## src/rtl/scu_pkg.sv

```systemverilog
package scu_pkg;

   typedef enum logic [1:0] {
      TX_IDLE,
      TX_SHIFT,
      TX_TAIL
   } scu_tx_state_e;

   typedef enum logic [2:0] {
      RX_IDLE,
      RX_START,
      RX_DATA,
      RX_STOP,
      RX_ERR,
      RX_HOLD
   } scu_rx_state_e;

   // logical bit to line level under the selected convention
   function automatic logic scu_level(input logic inv, input logic b);
      return inv ? ~b : b;
   endfunction

endpackage

```

## src/rtl/scu_conv.sv

```systemverilog
// Maps a data word to line order and back; the map is its own inverse.
module scu_conv #(
   parameter int W = 8
) (
   input  logic         inv,
   input  logic [W-1:0] din,
   output logic [W-1:0] dout
);

   generate
      if (W < 1) begin : g_bad_w
         $error("scu_conv: W must be at least 1");
      end
   endgenerate

   generate
      for (genvar i = 0; i < W; i++) begin : g_bit
         assign dout[i] = inv ? ~din[W-1-i] : din[i];
      end
   endgenerate

endmodule

```

## src/rtl/scu_tx.sv

```systemverilog
module scu_tx
   import scu_pkg::*;
#(
   parameter int DATA_W = 8,
   parameter int OSR    = 16
) (
   input  logic              clk,
   input  logic              rst,
   input  logic              tick,
   input  logic              inv,
   input  logic              err_en,
   input  logic              rx_s,
   input  logic [DATA_W-1:0] data,
   input  logic              valid,
   output logic              ready_o,
   output logic              busy_o,
   output logic              line_o,
   output logic              done_o,
   output logic              err_o
);

   localparam int FRAME_W = DATA_W + 2;
   localparam int PH_W    = $clog2(FRAME_W);
   localparam int CNT_W   = $clog2(2 * OSR);
   localparam logic [PH_W-1:0]  PH_LAST    = PH_W'(FRAME_W - 1);
   localparam logic [CNT_W-1:0] BIT_END    = CNT_W'(OSR - 1);
   localparam logic [CNT_W-1:0] DONE_SHORT = CNT_W'(OSR / 2 - 1);
   localparam logic [CNT_W-1:0] DONE_LONG  = CNT_W'(OSR - 1);
   localparam logic [CNT_W-1:0] TAIL_SHORT = CNT_W'(OSR - 1);
   localparam logic [CNT_W-1:0] TAIL_LONG  = CNT_W'(2 * OSR - 1);

   generate
      if (OSR < 8 || (OSR % 2) != 0) begin : g_bad_osr
         $error("scu_tx: OSR must be even and at least 8");
      end
      if (DATA_W < 1) begin : g_bad_dw
         $error("scu_tx: DATA_W must be at least 1");
      end
   endgenerate

   scu_tx_state_e       st_q;
   logic [CNT_W-1:0]    cnt_q;
   logic [PH_W-1:0]     ph_q;
   logic [FRAME_W-1:0]  frame_q;
   logic [DATA_W-1:0]   enc;
   logic                par_line;
   logic [CNT_W-1:0]    done_pt;
   logic [CNT_W-1:0]    tail_end;

   scu_conv #(.W(DATA_W)) enc_i (
      .inv  (inv),
      .din  (data),
      .dout (enc)
   );

   assign par_line = scu_level(inv, ^data);
   assign done_pt  = err_en ? DONE_LONG : DONE_SHORT;
   assign tail_end = err_en ? TAIL_LONG : TAIL_SHORT;

   always_ff @(posedge clk) begin
      if (rst) begin
         st_q    <= TX_IDLE;
         cnt_q   <= '0;
         ph_q    <= '0;
         frame_q <= '1;
         done_o  <= 1'b0;
         err_o   <= 1'b0;
      end else begin
         done_o <= 1'b0;
         err_o  <= 1'b0;
         case (st_q)
            TX_IDLE: begin
               if (valid) begin
                  frame_q <= {par_line, enc, 1'b0};
                  st_q    <= TX_SHIFT;
                  cnt_q   <= '0;
                  ph_q    <= '0;
               end
            end
            TX_SHIFT: begin
               if (tick) begin
                  if (cnt_q == BIT_END) begin
                     cnt_q <= '0;
                     if (ph_q == PH_LAST) begin
                        st_q <= TX_TAIL;
                     end else begin
                        ph_q <= ph_q + 1'b1;
                     end
                  end else begin
                     cnt_q <= cnt_q + 1'b1;
                  end
               end
            end
            TX_TAIL: begin
               if (tick) begin
                  if (cnt_q == done_pt) begin
                     done_o <= 1'b1;
                     err_o  <= ~rx_s;
                  end
                  if (cnt_q == tail_end) begin
                     st_q  <= TX_IDLE;
                     cnt_q <= '0;
                  end else begin
                     cnt_q <= cnt_q + 1'b1;
                  end
               end
            end
            default: st_q <= TX_IDLE;
         endcase
      end
   end

   assign ready_o = (st_q == TX_IDLE);
   assign busy_o  = (st_q != TX_IDLE);
   assign line_o  = (st_q == TX_SHIFT) ? frame_q[ph_q] : 1'b1;


   accept_drop_chk: assert property (@(posedge clk) disable iff (rst)
      (valid && ready_o) |=> !ready_o);


   err_with_done_chk: assert property (@(posedge clk) disable iff (rst)
      err_o |-> done_o);


   done_single_chk: assert property (@(posedge clk) disable iff (rst)
      done_o |=> !done_o);

endmodule

```

## src/rtl/scu_rx.sv

```systemverilog
module scu_rx
   import scu_pkg::*;
#(
   parameter int DATA_W = 8,
   parameter int OSR    = 16
) (
   input  logic              clk,
   input  logic              rst,
   input  logic              tick,
   input  logic              inv,
   input  logic              err_en,
   input  logic              hold,
   input  logic              rx_s,
   output logic [DATA_W-1:0] data_o,
   output logic              valid_o,
   output logic              perr_o,
   output logic              drv_o
);

   localparam int IDX_W = $clog2(DATA_W + 1);
   localparam int CNT_W = $clog2(OSR);
   localparam logic [IDX_W-1:0] IDX_LAST = IDX_W'(DATA_W);
   localparam logic [CNT_W-1:0] BIT_END  = CNT_W'(OSR - 1);
   localparam logic [CNT_W-1:0] HALF_END = CNT_W'(OSR / 2 - 1);

   generate
      if (OSR < 8 || (OSR % 2) != 0) begin : g_bad_osr
         $error("scu_rx: OSR must be even and at least 8");
      end
   endgenerate

   scu_rx_state_e     st_q;
   logic [CNT_W-1:0]  cnt_q;
   logic [IDX_W-1:0]  idx_q;
   logic [DATA_W:0]   sh_q;
   logic [DATA_W-1:0] dec;
   logic              par_bad;

   scu_conv #(.W(DATA_W)) dec_i (
      .inv  (inv),
      .din  (sh_q[DATA_W-1:0]),
      .dout (dec)
   );

   assign par_bad = ^{dec, scu_level(inv, sh_q[DATA_W])};

   always_ff @(posedge clk) begin
      if (rst) begin
         st_q    <= RX_IDLE;
         cnt_q   <= '0;
         idx_q   <= '0;
         sh_q    <= '0;
         data_o  <= '0;
         valid_o <= 1'b0;
         perr_o  <= 1'b0;
         drv_o   <= 1'b0;
      end else begin
         valid_o <= 1'b0;
         perr_o  <= 1'b0;
         case (st_q)
            RX_IDLE: begin
               if (tick && !rx_s && !hold) begin
                  st_q  <= RX_START;
                  cnt_q <= '0;
               end
            end
            RX_START: begin
               if (tick) begin
                  if (cnt_q == HALF_END) begin
                     cnt_q <= '0;
                     idx_q <= '0;
                     st_q  <= rx_s ? RX_IDLE : RX_DATA;
                  end else begin
                     cnt_q <= cnt_q + 1'b1;
                  end
               end
            end
            RX_DATA: begin
               if (tick) begin
                  if (cnt_q == BIT_END) begin
                     cnt_q       <= '0;
                     sh_q[idx_q] <= rx_s;
                     if (idx_q == IDX_LAST) begin
                        st_q <= RX_STOP;
                     end else begin
                        idx_q <= idx_q + 1'b1;
                     end
                  end else begin
                     cnt_q <= cnt_q + 1'b1;
                  end
               end
            end
            RX_STOP: begin
               if (tick) begin
                  if (cnt_q == BIT_END) begin
                     cnt_q   <= '0;
                     valid_o <= 1'b1;
                     data_o  <= dec;
                     perr_o  <= par_bad;
                     if (par_bad && err_en) begin
                        drv_o <= 1'b1;
                        st_q  <= RX_ERR;
                     end else begin
                        st_q <= RX_IDLE;
                     end
                  end else begin
                     cnt_q <= cnt_q + 1'b1;
                  end
               end
            end
            RX_ERR: begin
               if (tick) begin
                  if (cnt_q == BIT_END) begin
                     cnt_q <= '0;
                     drv_o <= 1'b0;
                     st_q  <= RX_HOLD;
                  end else begin
                     cnt_q <= cnt_q + 1'b1;
                  end
               end
            end
            RX_HOLD: begin
               if (rx_s) begin
                  st_q <= RX_IDLE;
               end
            end
            default: st_q <= RX_IDLE;
         endcase
      end
   end


   perr_with_valid_chk: assert property (@(posedge clk) disable iff (rst)
      perr_o |-> valid_o);


   pulse_needs_enable_chk: assert property (@(posedge clk) disable iff (rst)
      $rose(drv_o) |-> (err_en && perr_o));


   pulse_release_chk: assert property (@(posedge clk) disable iff (rst)
      $fell(drv_o) |-> !valid_o);

endmodule

```

## src/rtl/scard_uart.sv

```systemverilog
module scard_uart #(
   parameter int DATA_W = 8,
   parameter int OSR    = 16
) (
   input  logic              clk,
   input  logic              rst,
   input  logic              os_tick,
   input  logic              cfg_inverse,
   input  logic              cfg_err_sig,
   input  logic [DATA_W-1:0] tx_data,
   input  logic              tx_valid,
   output logic              tx_ready,
   output logic              tx_done,
   output logic              tx_err,
   output logic [DATA_W-1:0] rx_data,
   output logic              rx_valid,
   output logic              rx_perr,
   input  logic              rxd,
   output logic              txd
);

   generate
      if (OSR < 8 || (OSR % 2) != 0) begin : g_bad_osr
         $error("scard_uart: OSR must be even and at least 8");
      end
   endgenerate

   logic [1:0] sync_q;
   logic       rx_s;
   logic       tx_busy;
   logic       tx_line;
   logic       rx_drv;

   always_ff @(posedge clk) begin
      if (rst) begin
         sync_q <= 2'b11;
      end else begin
         sync_q <= {sync_q[0], rxd};
      end
   end

   assign rx_s = sync_q[1];

   scu_tx #(.DATA_W(DATA_W), .OSR(OSR)) tx_i (
      .clk     (clk),
      .rst     (rst),
      .tick    (os_tick),
      .inv     (cfg_inverse),
      .err_en  (cfg_err_sig),
      .rx_s    (rx_s),
      .data    (tx_data),
      .valid   (tx_valid),
      .ready_o (tx_ready),
      .busy_o  (tx_busy),
      .line_o  (tx_line),
      .done_o  (tx_done),
      .err_o   (tx_err)
   );

   scu_rx #(.DATA_W(DATA_W), .OSR(OSR)) rx_i (
      .clk     (clk),
      .rst     (rst),
      .tick    (os_tick),
      .inv     (cfg_inverse),
      .err_en  (cfg_err_sig),
      .hold    (tx_busy),
      .rx_s    (rx_s),
      .data_o  (rx_data),
      .valid_o (rx_valid),
      .perr_o  (rx_perr),
      .drv_o   (rx_drv)
   );

   assign txd = tx_line & ~rx_drv;


   reset_idle_chk: assert property (@(posedge clk) disable iff (rst)
      $past(rst) |-> (txd && tx_ready && !tx_done && !tx_err && !rx_valid));


   err_only_at_done_chk: assert property (@(posedge clk) disable iff (rst)
      tx_err |-> (tx_done && cfg_err_sig));

endmodule

```

## config.mk

```make
export PLATFORM = sky130hd
export DESIGN_NAME = scard_uart
export DESIGN_NICKNAME = d
export VERILOG_FILES = /design/src/rtl/scu_pkg.sv /design/src/rtl/scu_conv.sv /design/src/rtl/scu_tx.sv /design/src/rtl/scu_rx.sv /design/src/rtl/scard_uart.sv
export SDC_FILE = /design/constraint.sdc
export NUM_CORES = 1
export LEC_CHECK = 0
export BUFFER_PORTS_ARGS = -buffer_cell sky130_fd_sc_hd__buf_2
export CAP_MARGIN = 20
export CORE_UTILIZATION = 40
export CTS_BUF_LIST = sky130_fd_sc_hd__clkbuf_4
export DETAILED_ROUTE_END_ITERATION = 8
export PLACE_DENSITY = 0.57
export SYNTH_ARGS = -nofsm -noshare
export SYNTH_HDL_FRONTEND = slang
export SYNTH_HIERARCHICAL = 1
export SYNTH_SLANG_ARGS = --single-unit
export TNS_END_PERCENT = 30
```

## constraint.sdc

```tcl
create_clock -name clk -period 4.53 [get_ports clk]
set_clock_uncertainty 0.1 [all_clocks]
set_input_delay 1.1325 -clock clk [delete_from_list [all_inputs] [get_ports clk]]
set_output_delay 1.1325 -clock clk [all_outputs]
set_load 0.01 [all_outputs]
```

==> impl_summary.log, run 1 <==
INFO  metric finalNetCount = just over 400
INFO  metric post_synth_num_cell_types = 59
INFO  metric floorplan.io_pins = 29
INFO  metric gp_congestion = 0.808
INFO  metric die_x = 92.3 µm
INFO  metric die_height = 92.3 µm
INFO  metric total_leakage_power = 0.00139 µW
INFO  metric wl = 6470 µm
INFO  metric remaining_drc_errors = 0
INFO  metric max_capacitance_violation_count = 0
INFO  metric fillers = 795
INFO  metric sequential_cell_area = between 0.001 and 0.0015 mm²
INFO  metric detailed_place_hpwl = 4570 µm
INFO  metric ctsRootBufferMaster = clkbuf_4
INFO  metric clock_tree.htree_level_count = 2
INFO  metric outcome = completed
INFO  metric row_count = 32
INFO  metric arrival = roughly 2.2 ns
INFO  metric clock_sinks = 56
INFO  metric initial_antenna_violation_count = 0
INFO  metric die_area = 0.00851 mm²
INFO  metric cp_data_required_time = 3.30 ns
INFO  metric layout-area-overhead-vs-synth = 6.53%
INFO  metric drtAntennaViolNets = 0
INFO  metric largest_net_degree_at_the_start_of_global_routing = 55
INFO  metric globalRouteTotalUtil = 16.2%
INFO  metric first_global_vias = ~2400
INFO  metric first_pass_iters = 4
INFO  metric holdPathStages = 1
INFO  metric postCtsResizedCells = 0
INFO  metric ys_seq_area_share = 34.4%
INFO  metric synth-warning-count = 6
INFO  metric post_synth_instance_area = 0.00326 mm²
INFO  metric floorplan.core_area = 0.00781 mm²
INFO  metric syn_avg_cell_area = roughly 9.0 µm²
INFO  metric final_cell_count_without_fillers = 483
INFO  metric critPathLaunchType = flop
INFO  metric cts_buffer_count = 5
INFO  metric final_max_slew_viol_count = 0
INFO  metric achievable-frequency = 296 MHz
INFO  metric multi_input_area = 0.00195 mm²
INFO  metric ys_ff_latch = 56
INFO  metric tritoncts_clock_tree = yes
INFO  metric route.vias.total = 2534
INFO  metric synth-edff-count = 0
INFO  metric critical_path_peak_fanout = 8
INFO  metric setup_repair_after_global_routing_missed_its_margin = no
INFO  metric setup_ws = 1.15 ns
INFO  metric final_min_period_over_clock_period = 74.6%
INFO  metric drive_gt1_share = a little under a fifth
INFO  metric min_period = ~3.4 ns
INFO  metric drt_first_iter_violations = 119
INFO  metric timing.hold.worst.class = reg -> reg
INFO  metric netlist_instances = approximately 360
INFO  metric timing.final.hold_violations = 0
INFO  metric yosys_most_used_dff = dfxtp_1
INFO  metric dp.cells = approximately 480
INFO  metric clockBufferDepth = 2
INFO  metric cts_hold_buffers = 0
INFO  metric setup_tns = 0 ns
INFO  metric max-vdd-ir-drop = between 0.00015 and 0.0002 V
INFO  metric timing.slew.headroom = a little over a third
INFO  metric n_antenna_cell = 0
INFO  metric worst_r2r_path_depth = 8
INFO  metric async_flop_share = 0%
INFO  metric max_slew.worst_pin.slew = 0.960 ns
INFO  metric post-cts-setup-buffers = 0
INFO  metric detail_route.vias_per_cell = 5.25
INFO  metric final-setup-viol-count = 0
INFO  metric worst_skew_pair.late_latency = 0.37 ns
INFO  metric setup.worst_path.end_class = primary output
INFO  metric setup.worst_path.class = reg -> out
INFO  metric synth_fp_nets = 392
INFO  metric first_pass_grt_wire_length = ~11000 µm
INFO  metric pre_cts_ws = 1.24 ns
INFO  metric route.detailed.wl_per_inst = 13.4 µm
INFO  metric floorplan.initialDensity = 41.7%
INFO  metric clk_pin_slew = around 0.16 ns
INFO  metric overflow = 0
INFO  metric pwr_density_cell = 312 mW/mm²
INFO  metric port_buffers = 28
## metal layers
layer / part of all wire (%) / routed length, µm / global-route usage (%)
met1: 51 / 3320 / 22.4
met2: 44 / 2830 / 25.4
met4: 1.1 / 74 / 4.69
met3: 3.7 / 240 / 3.40
met5: 0 / 0 / 0
## synthesized netlist by cell type (all sizes together) (3+ instances only)
master,n,area share [%]
a211o,8,2.1
nor2,42,5.5
nand3b,4,0.92
xnor2,15,4.0
nand4b,4,1.1
mux2i,29,8.9
dfxtp,56,34
nand3,21,3.2
a22oi,4,0.92
nand2,22,2.5
buf,7,1.8
nor3,3,0.81
o21ai,15,2.3
ha,15,5.8
xor2,6,1.6
a21oi,24,4.6
nor2b,4,0.77
o211ai,4,1.3
nand4,3,0.58
and3,10,2.2
clkbuf,9,1.3
a31oi,4,0.77
inv,20,2.3
## stage by stage
stage          utilization, %  instance area, µm²  total power, µW  hold slack (ns)
4_1_cts                  44.5                3470             1100            0.349
6_report                 44.5                3470             1080            0.340
2_1_floorplan               -                3260              816            0.285
3_3_place_gp             43.8                3420              874            0.297
5_1_grt                  44.5                3470             1160            0.362
3_5_place_dp             43.8                3420              876            0.306
## cells in the final DEF (no fill, tap or decap), types with 3 or more instances in the layout
| cell | n |
|---|---|
| inv_1 | 20 |
| mux2i_1 | 29 |
| nand2_1 | 22 |
| a211o_1 | 8 |
| nand3_1 | 21 |
| a22oi_1 | 4 |
| nand4_1 | 3 |
| xnor2_1 | 15 |
| xor2_1 | 6 |
| a21oi_2 | 8 |
| clkbuf_4 | 6 |
| nor2_1 | 34 |
| a31oi_1 | 4 |
| a21oi_1 | 16 |
| nand4b_1 | 4 |
| nor2b_1 | 4 |
| dfxtp_1 | 56 |
| nor2_2 | 8 |
| o211ai_1 | 3 |
| and3_2 | 8 |
| o21ai_0 | 14 |
| nand3b_1 | 4 |
| ha_1 | 15 |
| buf_2 | 28 |
## area by class of cell
type / instances / share of cell area (%)
clock inverters: 2 / 0.324
repair buffers: 28 / 4.04
multi-input cells: 269 / 56.2
well taps: 102 / 3.68
flip-flops and latches: 56 / 32.3
clock buffers: 6 / 1.30
inverters: 20 / 2.16
## final timing paths
kind / endpoint / slack [ns] / startpoint
worst max-delay path: txd / 1.15 / tx_i/ph_q[0]
worst min-delay path: sync_q[1] / 0.34 / sync_q[0]
worst max register to register: rx_i/st_q[0] / 2.25 / tx_i/st_q[1]
worst min register to register: sync_q[1] / 0.34 / sync_q[0]
## power breakdown
group	total, µW	internal, µW	leakage [µW]	switching [µW]
registers	557	521	0.000455	36.5
clock network	218	65.5	0.0000293	152
logic	307	135	0.000902	172
total	1080	721	0.00139	361
## kinds of logic after synthesis
kind of cell             after synthesis  share of synthesized area [%]
AO/OA/AOI/OAI                         67                           14.3
XOR/XNOR                              22                           6.33
adder cells (fa/ha/maj)               15                           5.76
buffers and inverters                 37                           5.72
flip-flops                            56                           34.4
multiplexers                          31                           10.3
AND/OR/NAND/NOR                      134                           23.2
## flip-flops by register name (all words and copies together), names as in the netlist
register / cells
rx_i/cnt_q: 4
rx_i/data_o: 8
rx_i/drv_o: 1
rx_i/idx_q: 4
rx_i/perr_o: 1
rx_i/sh_q: 9
rx_i/st_q: 3
rx_i/valid_o: 1
sync_q: 2
tx_i/cnt_q: 5
tx_i/done_o: 1
tx_i/err_o: 1
tx_i/frame_q: 10
tx_i/ph_q: 4
tx_i/st_q: 2
## critical path: stages (launching register included)
cell	delay (ns)
dfxtp_1	0.54
mux2i_1	0.13
or4b_2	0.61
o211ai_1	0.11
nor2b_1	0.22
buf_2	0.16
(Power assumes the default switching activity.)
==> run 2: changes to the inputs <==
==> constraint.sdc (replaced) <==
create_clock -name clk -period 3.22 [get_ports clk]
set_clock_uncertainty 0.1 [all_clocks]
set_input_delay 0.805 -clock clk [delete_from_list [all_inputs] [get_ports clk]]
set_output_delay 0.805 -clock clk [all_outputs]
set_load 0.01 [all_outputs]
==> run 2 against run 1 <==
Against the previous run: register-to-register slack worse by 1.2 ns; die area stayed put; core utilization grew 0.16 points; sequential cell count is the same; global-route usage shrank 0.18 points; setup slack got worse by 0.95 ns; cell count rose by 0.21%; hold slack worse by 0.0032 ns; non-clock buffer count grew 1; final area up 0.36%; first-iteration DRC count rose by 20%; largest power group unchanged; highest routed layer unchanged.
==> impl_summary.log, run 2 (same netlist as run 1, synthesis figures left out) <==
INFO  metric outcome = completed
INFO  metric floorplan.core_area = 0.00781 mm² (unchanged)
INFO  metric drive_gt1_share = 18.8% (+0.48 points)
INFO  metric timing.slew.headroom = 35.7% (-0.29 points)
INFO  metric drt_first_iter_violations = 143 (+20%)
INFO  metric drtAntennaViolNets = 0 (unchanged)
INFO  metric tritoncts_clock_tree = yes
INFO  metric most_frequent_cells_in_the_layout = 56 x dfxtp_1, 34 x nor2_1, 29 x mux2i_1, 28 x buf_2, 22 x nand2_1
INFO  metric pwr_density_cell = 443 mW/mm² (+42%)
INFO  metric clock_sinks = 56 (unchanged)
INFO  metric first_global_vias = 2347 (-1.4%)
INFO  metric postPlaceCellArea = 0.00342 mm² (+0.22%)
INFO  metric n_antenna_cell = 0 (unchanged)
INFO  metric max_slew.worst_pin.slew = 0.964 ns (+0.00435 ns)
INFO  metric ctsRootBufferMaster = clkbuf_4
INFO  metric largest_net_degree_at_the_start_of_global_routing = 55 (unchanged)
INFO  metric max-vdd-ir-drop = 0.000174 V (+12%)
INFO  metric port_buffers = 28 (unchanged)
INFO  metric detailed_place_hpwl = 4650 µm (+1.7%)
INFO  metric finalNetCount = 411 (+0.24%)
INFO  metric regToRegStartpoint = tx_i/st_q[1]
INFO  metric max_flop_register = tx_i/frame_q
INFO  metric post-cts-setup-buffers = 0 (unchanged)
INFO  metric first_pass_iters = 4 (unchanged)
INFO  metric die_height = 92.3 µm (unchanged)
INFO  metric overflow = 0 (unchanged)
INFO  metric final-setup-viol-count = 0 (unchanged)
INFO  metric grt.met2_usage = 25.2% (-0.12 points)
INFO  metric worstSetupEndpoint = txd
INFO  metric remaining_drc_errors = 0 (unchanged)
INFO  metric timing.final.hold_violations = 0 (unchanged)
INFO  metric die_area = 0.00851 mm² (unchanged)
INFO  metric setup_tns = 0 ns (unchanged)
INFO  metric min_period = 3.02 ns
INFO  metric setup_ws = 0.203 ns (-0.949 ns)
INFO  metric clockBufferDepth = 2 (unchanged)
INFO  metric detail_route.vias_per_cell = 5.17 (-1.4%)
INFO  metric setup.worst_path.class = reg -> out
INFO  metric use_met1 = 22.6% (+0.20 points)
INFO  metric setup.worst_path.start = tx_i/ph_q[0]
INFO  metric pre_cts_ws = 0.565 ns (-0.675 ns)
INFO  metric r2r_setup_slack = 1.01 ns (-1.24 ns)
INFO  metric clk_pin_slew = 0.16 ns (about the same)
INFO  metric critical_path_peak_fanout = 8 (unchanged)
INFO  metric layout-area-overhead-vs-synth = 6.91%
INFO  metric worst_skew_pair.late_latency = 0.38 ns (about the same)
INFO  metric achievable-frequency = about 330 MHz
INFO  metric worst_r2r_path_depth = 8 (unchanged)
INFO  metric setup.worst_path.end_class = primary output
INFO  metric die_x = 92.3 µm (unchanged)
INFO  metric design_area = 0.00348 mm² (+0.36%)
INFO  metric final_min_period_over_clock_period = 93.7%
INFO  metric layout.cells.most_common = dfxtp_1
INFO  metric postCtsResizedCells = 0 (unchanged)
INFO  metric globalRouteTotalUtil = 16.0% (-0.18 points)
INFO  metric route.vias.total = 2503 (-1.2%)
INFO  metric cts_hold_buffers = 0 (unchanged)
INFO  metric cp_data_required_time = 2.31 ns (-0.99 ns)
INFO  metric total_leakage_power = 0.00139 µW (+0.53%)
INFO  metric final_max_slew_viol_count = 0 (unchanged)
INFO  metric grt_use_met3 = 3.07% (-0.33 points)
INFO  metric fillers = 816 (+2.6%)
INFO  metric largest_registers_ranked_by_flip_flop_count = tx_i/frame_q x10, rx_i/sh_q x9, rx_i/data_o x8
INFO  metric route.detailed.wl_per_inst = 13.4 µm (+0.41%)
INFO  metric initial_antenna_violation_count = 0 (unchanged)
INFO  metric critPathLaunchType = flop
INFO  metric gp_congestion = 0.761 (-5.7%)
INFO  metric timing.hold.worst.class = reg -> reg
INFO  metric wl = 6510 µm (+0.62%)
INFO  metric number_of_flip_flops_under_the_largest_register_name = 10 (unchanged)
INFO  metric arrival = 2.11 ns (-0.04 ns)
INFO  metric first_pass_grt_wire_length = 11100 µm (-0.31%)
INFO  metric cts_buffer_count = 5 (unchanged)
INFO  metric setup_repair_after_global_routing_missed_its_margin = no
INFO  metric max_capacitance_violation_count = 0 (unchanged)
INFO  metric row_count = 32 (unchanged)
INFO  metric floorplan.io_pins = 29 (unchanged)
INFO  metric end_of_the_worst_register_to_register_path = rx_i/st_q[0]
INFO  metric floorplan.initialDensity = 41.7% (unchanged)
INFO  metric grt_busiest_layer = met2
INFO  metric clock_tree.htree_level_count = 2 (unchanged)
==> run 2: changes by cell type in the layout (fill, tap and decap cells not counted), sizes merged <==
cell / previous run / this run
buf: 28 / 29
==> run 2: through the flow <==
| stage | hold WS [ns] | total power [µW] | utilization [%] | instances |
|---|---|---|---|---|
| 3_5_place_dp | 0.301 | 1240 | 43.8 | 476 |
| 2_1_floorplan | 0.285 | 1150 | - | 362 |
| 6_report | 0.337 | 1540 | 44.6 | 484 |
| 5_1_grt | 0.359 | 1640 | 44.6 | 484 |
| 4_1_cts | 0.342 | 1560 | 44.6 | 484 |
| 3_3_place_gp | 0.307 | 1230 | 43.8 | 476 |
==> run 2: power by group <==
| group | internal, µW | leakage [µW] | switching, µW | total [µW] |
|---|---|---|---|---|
| Combinational | 191 | 0.000907 | 243 | 434 |
| Clock | 96.0 | 0.0000319 | 229 | 325 |
| Sequential | 733 | 0.000455 | 51.4 | 784 |
| Total | 1020 | 0.00139 | 523 | 1540 |
==> run 2: how the worst min path moves through the flow <==
stage / to / startpoint / slack (ns) / cells past startpoint
3_5_place_dp: sync_q[1] / sync_q[0] / 0.30 / 1
6_report: sync_q[1] / sync_q[0] / 0.34 / 1
2_1_floorplan: sync_q[1] / sync_q[0] / 0.29 / 1
5_1_grt: sync_q[1] / sync_q[0] / 0.36 / 1
4_1_cts: sync_q[1] / sync_q[0] / 0.34 / 1
3_3_place_gp: sync_q[1] / sync_q[0] / 0.31 / 1
==> run 2: cell type report <==
class                           instances  area (µm²)  area share (%)
Clock buffer                            6        45.0            1.29
Multi-Input combinational cell        269        1950            56.0
Tap cell                              102         128            3.66
Sequential cell                        56        1120            32.2
Clock inverter                          2        16.3           0.467
Inverter                               20        75.1            2.15
Timing Repair Buffer                   29         148            4.24
==> run 2: worst max-delay path, cell delays in order, from the launching register on <==
cell      delay, ns
dfxtp_1        0.54
mux2i_1        0.13
or4b_2         0.61
o211ai_1       0.12
nor2b_1        0.19
buf_2          0.15
==> run 2: per-layer routing <==
| layer | up-vias | share of wire (%) |
|---|---|---|
| met5 | - | 0 |
| met4 | 0 | 0.61 |
| met3 | 2 | 2.8 |
| met2 | 29 | 43 |
| met1 | 1160 | 54 |
| li1 | 1312 | - |
==> run 3: changes to the inputs <==
--- a/config.mk
+++ b/config.mk
@@ -7,10 +7,12 @@
 export LEC_CHECK = 0
 export BUFFER_PORTS_ARGS = -buffer_cell sky130_fd_sc_hd__buf_2
 export CAP_MARGIN = 20
-export CORE_UTILIZATION = 40
+export CELL_PAD_IN_SITES_DETAIL_PLACEMENT = 1
+export CELL_PAD_IN_SITES_GLOBAL_PLACEMENT = 2
+export CORE_UTILIZATION = 38
 export CTS_BUF_LIST = sky130_fd_sc_hd__clkbuf_4
 export DETAILED_ROUTE_END_ITERATION = 8
-export PLACE_DENSITY = 0.57
+export PLACE_DENSITY = 0.81
 export SYNTH_ARGS = -nofsm -noshare
 export SYNTH_HDL_FRONTEND = slang
 export SYNTH_HIERARCHICAL = 1
==> run 3 against run 2 <==
Against the previous run: hold slack improved by 0.024 ns; final area decreased by 0.18%; die area rose by 5.1%; setup slack got worse by 0.036 ns; non-clock buffer count did not move; sequential power about the same; critical path depth is the same; wire length is 15% higher; fmax fell by 1.2%; global-route usage increased by 1.7 points; first-iteration DRC count decreased by 53%; combinational power is 3% higher; largest power group unchanged; highest routed layer unchanged.
==> impl_summary.log, run 3 (same netlist as run 1, synthesis figures left out) <==
INFO  metric initial_antenna_violation_count = 0 (unchanged)
INFO  metric ctsRootBufferMaster = clkbuf_4
INFO  metric timing.final.hold_violations = 0 (unchanged)
INFO  metric port_buffers = 28 (unchanged)
INFO  metric die_area = 0.00895 mm² (+5.1%)
INFO  metric route.vias.total = 2608 (+4.2%)
INFO  metric pre_cts_ws = 0.566 ns (+0.000896 ns)
INFO  metric largest_net_degree_at_the_start_of_global_routing = 55 (unchanged)
INFO  metric n_antenna_cell = 0 (unchanged)
INFO  metric critPathLaunchType = flop
INFO  metric timing.slew.headroom = 34.7% (-1.1 points)
INFO  metric first_pass_iters = 4 (unchanged)
INFO  metric worst_r2r_path_depth = 8 (unchanged)
INFO  metric first_pass_grt_wire_length = 12500 µm (+12%)
INFO  metric postCtsResizedCells = 0 (unchanged)
INFO  metric finalNetCount = 411 (unchanged)
INFO  metric post-cts-setup-buffers = 0 (unchanged)
INFO  metric most_frequent_cells_in_the_layout = 56 x dfxtp_1, 34 x nor2_1, 29 x mux2i_1, 28 x buf_2, 22 x nand2_1
INFO  metric clockBufferDepth = 2 (unchanged)
INFO  metric floorplan.io_pins = 29 (unchanged)
INFO  metric grt_use_met3 = 2.98% (-0.089 points)
INFO  metric gp_congestion = 0.723 (-5.0%)
INFO  metric grt_busiest_layer = met2
INFO  metric setup_tns = 0 ns (unchanged)
INFO  metric holdPathStages = 1 (unchanged)
INFO  metric setup_repair_after_global_routing_missed_its_margin = no
INFO  metric final-setup-viol-count = 0 (unchanged)
INFO  metric wl = 7490 µm (+15%)
INFO  metric cts_buffer_count = 5 (unchanged)
INFO  metric max-vdd-ir-drop = 0.000170 V (-2.4%)
INFO  metric max_capacitance_violation_count = 0 (unchanged)
INFO  metric largest_registers_ranked_by_flip_flop_count = tx_i/frame_q x10, rx_i/sh_q x9, rx_i/data_o x8
INFO  metric clock_tree.htree_level_count = 2 (unchanged)
INFO  metric r2r_setup_slack = 0.97 ns (-0.04 ns)
INFO  metric total_leakage_power = 0.00139 µW (about the same)
INFO  metric route.detailed.wl_per_inst = 15.4 µm (+14%)
INFO  metric detailed_place_hpwl = 5390 µm (+16%)
INFO  metric timing.hold.worst.class = reg -> reg
INFO  metric achievable-frequency = 328 MHz (-1.2%)
INFO  metric outcome = completed
INFO  metric sequential_cell_area = 0.00112 mm² (unchanged)
INFO  metric setup.worst_path.end_class = primary output
INFO  metric fillers = 987 (+21%)
INFO  metric floorplan.initialDensity = 39.5% (-2.3 points)
INFO  metric clk_pin_slew = 0.18 ns (+0.02 ns)
INFO  metric globalRouteTotalUtil = 17.8% (+1.7 points)
INFO  metric min_period = 3.05 ns (+0.0365 ns)
INFO  metric setup_ws = 0.167 ns (-0.0365 ns)
INFO  metric layout.cells.most_common = dfxtp_1
INFO  metric overflow = 0 (unchanged)
INFO  metric use_met1 = 23.8% (+1.3 points)
INFO  metric row_count = 33 (+3.1%)
INFO  metric die_height = 94.6 µm (+2.5%)
INFO  metric end_of_the_worst_register_to_register_path = rx_i/st_q[0]
INFO  metric max_flop_register = tx_i/frame_q
INFO  metric cts_hold_buffers = 0 (unchanged)
INFO  metric postPlaceCellArea = 0.00343 mm² (+0.11%)
INFO  metric remaining_drc_errors = 0 (unchanged)
INFO  metric floorplan.core_area = 0.00826 mm² (+5.8%)
INFO  metric drive_gt1_share = 18.6% (-0.26 points)
INFO  metric first_global_vias = 2556 (+8.9%)
INFO  metric layout-area-overhead-vs-synth = 6.72%
INFO  metric drtAntennaViolNets = 0 (unchanged)
INFO  metric worst_skew_pair.late_latency = 0.39 ns (about the same)
INFO  metric pwr_density_cell = 444 mW/mm² (+0.33%)
INFO  metric whs_endpoint = sync_q[1]
INFO  metric design_area = 0.00348 mm² (-0.18%)
INFO  metric die_x = 94.6 µm (+2.5%)
INFO  metric regToRegStartpoint = tx_i/st_q[0]
INFO  metric max_slew.worst_pin.slew = 0.980 ns (+0.0161 ns)
INFO  metric setup.worst_path.class = reg -> out
INFO  metric cp_data_required_time = 2.31 ns (about the same)
INFO  metric hold_path.startpoint = sync_q[0]
INFO  metric critical_path_peak_fanout = 8 (unchanged)
INFO  metric drt_first_iter_violations = 67 (-53%)
INFO  metric multi_input_area = 0.00195 mm² (unchanged)
INFO  metric clock_sinks = 56 (unchanged)
INFO  metric arrival = 2.15 ns (+0.04 ns)
INFO  metric number_of_flip_flops_under_the_largest_register_name = 10 (unchanged)
INFO  metric final_max_slew_viol_count = 0 (unchanged)
INFO  metric tritoncts_clock_tree = yes
INFO  metric final_min_period_over_clock_period = 94.8% (+1.1 points)
INFO  metric grt.met2_usage = 29.4% (+4.2 points)
INFO  metric detail_route.vias_per_cell = 5.36 (+3.6%)
run 3: cell count changes in the layout (fill, tap and decap cells not counted):
cell,before,now
clkbuf_4,6,5
clkinv_4,1,0
clkinv_1,0,1
clkinvlp_4,1,0
clkinv_2,0,2
run 3: critical path, stage by stage (launching register included):
cell and delay [ns]:
dfxtp_1 0.54, mux2i_1 0.13, or4b_2 0.62, o211ai_1 0.13
nor2b_1 0.19, buf_2 0.15
run 3: worst max-delay path by stage:
stage / from / end / slack, ns
after floorplan: tx_i/ph_q[0] / txd / 0.85
after global placement: cfg_inverse / rx_i/st_q[2] / 0.61
after detailed placement: cfg_inverse / rx_i/st_q[2] / 0.57
after CTS: tx_i/ph_q[0] / txd / 0.13
after global routing: tx_i/ph_q[0] / txd / 0.01
final: tx_i/ph_q[0] / txd / 0.17
run 3: final cells by class:
type,instances,area share (%)
clock buffers,5,1.08
repair buffers,29,4.24
inverters,20,2.16
flip-flops and latches,56,32.2
clock inverters,3,0.396
well taps,105,3.78
multi-input cells,269,56.1
run 3: metal layers:
layer | wire, µm | part of all wire (%)
met1 | 3740 | 50
met2 | 3480 | 46
met3 | 201 | 2.7
met4 | 78 | 1.0
met5 | 0 | 0
run 3: report_power, final:
group	leakage, µW	switching, µW	internal [µW]
logic	0.000907	257	191
clock network	0.0000324	232	81.0
registers	0.000455	51.8	733
run 3: metrics by stage:
step	hold WS (ns)	std cells	total power (µW)	utilization [%]
after floorplan	0.285	362	1150	-
after global placement	0.314	479	1240	41.5
after detailed placement	0.313	479	1250	41.5
after CTS	0.361	487	1570	42.1
after global routing	0.374	487	1650	42.1
final	0.361	487	1550	42.1
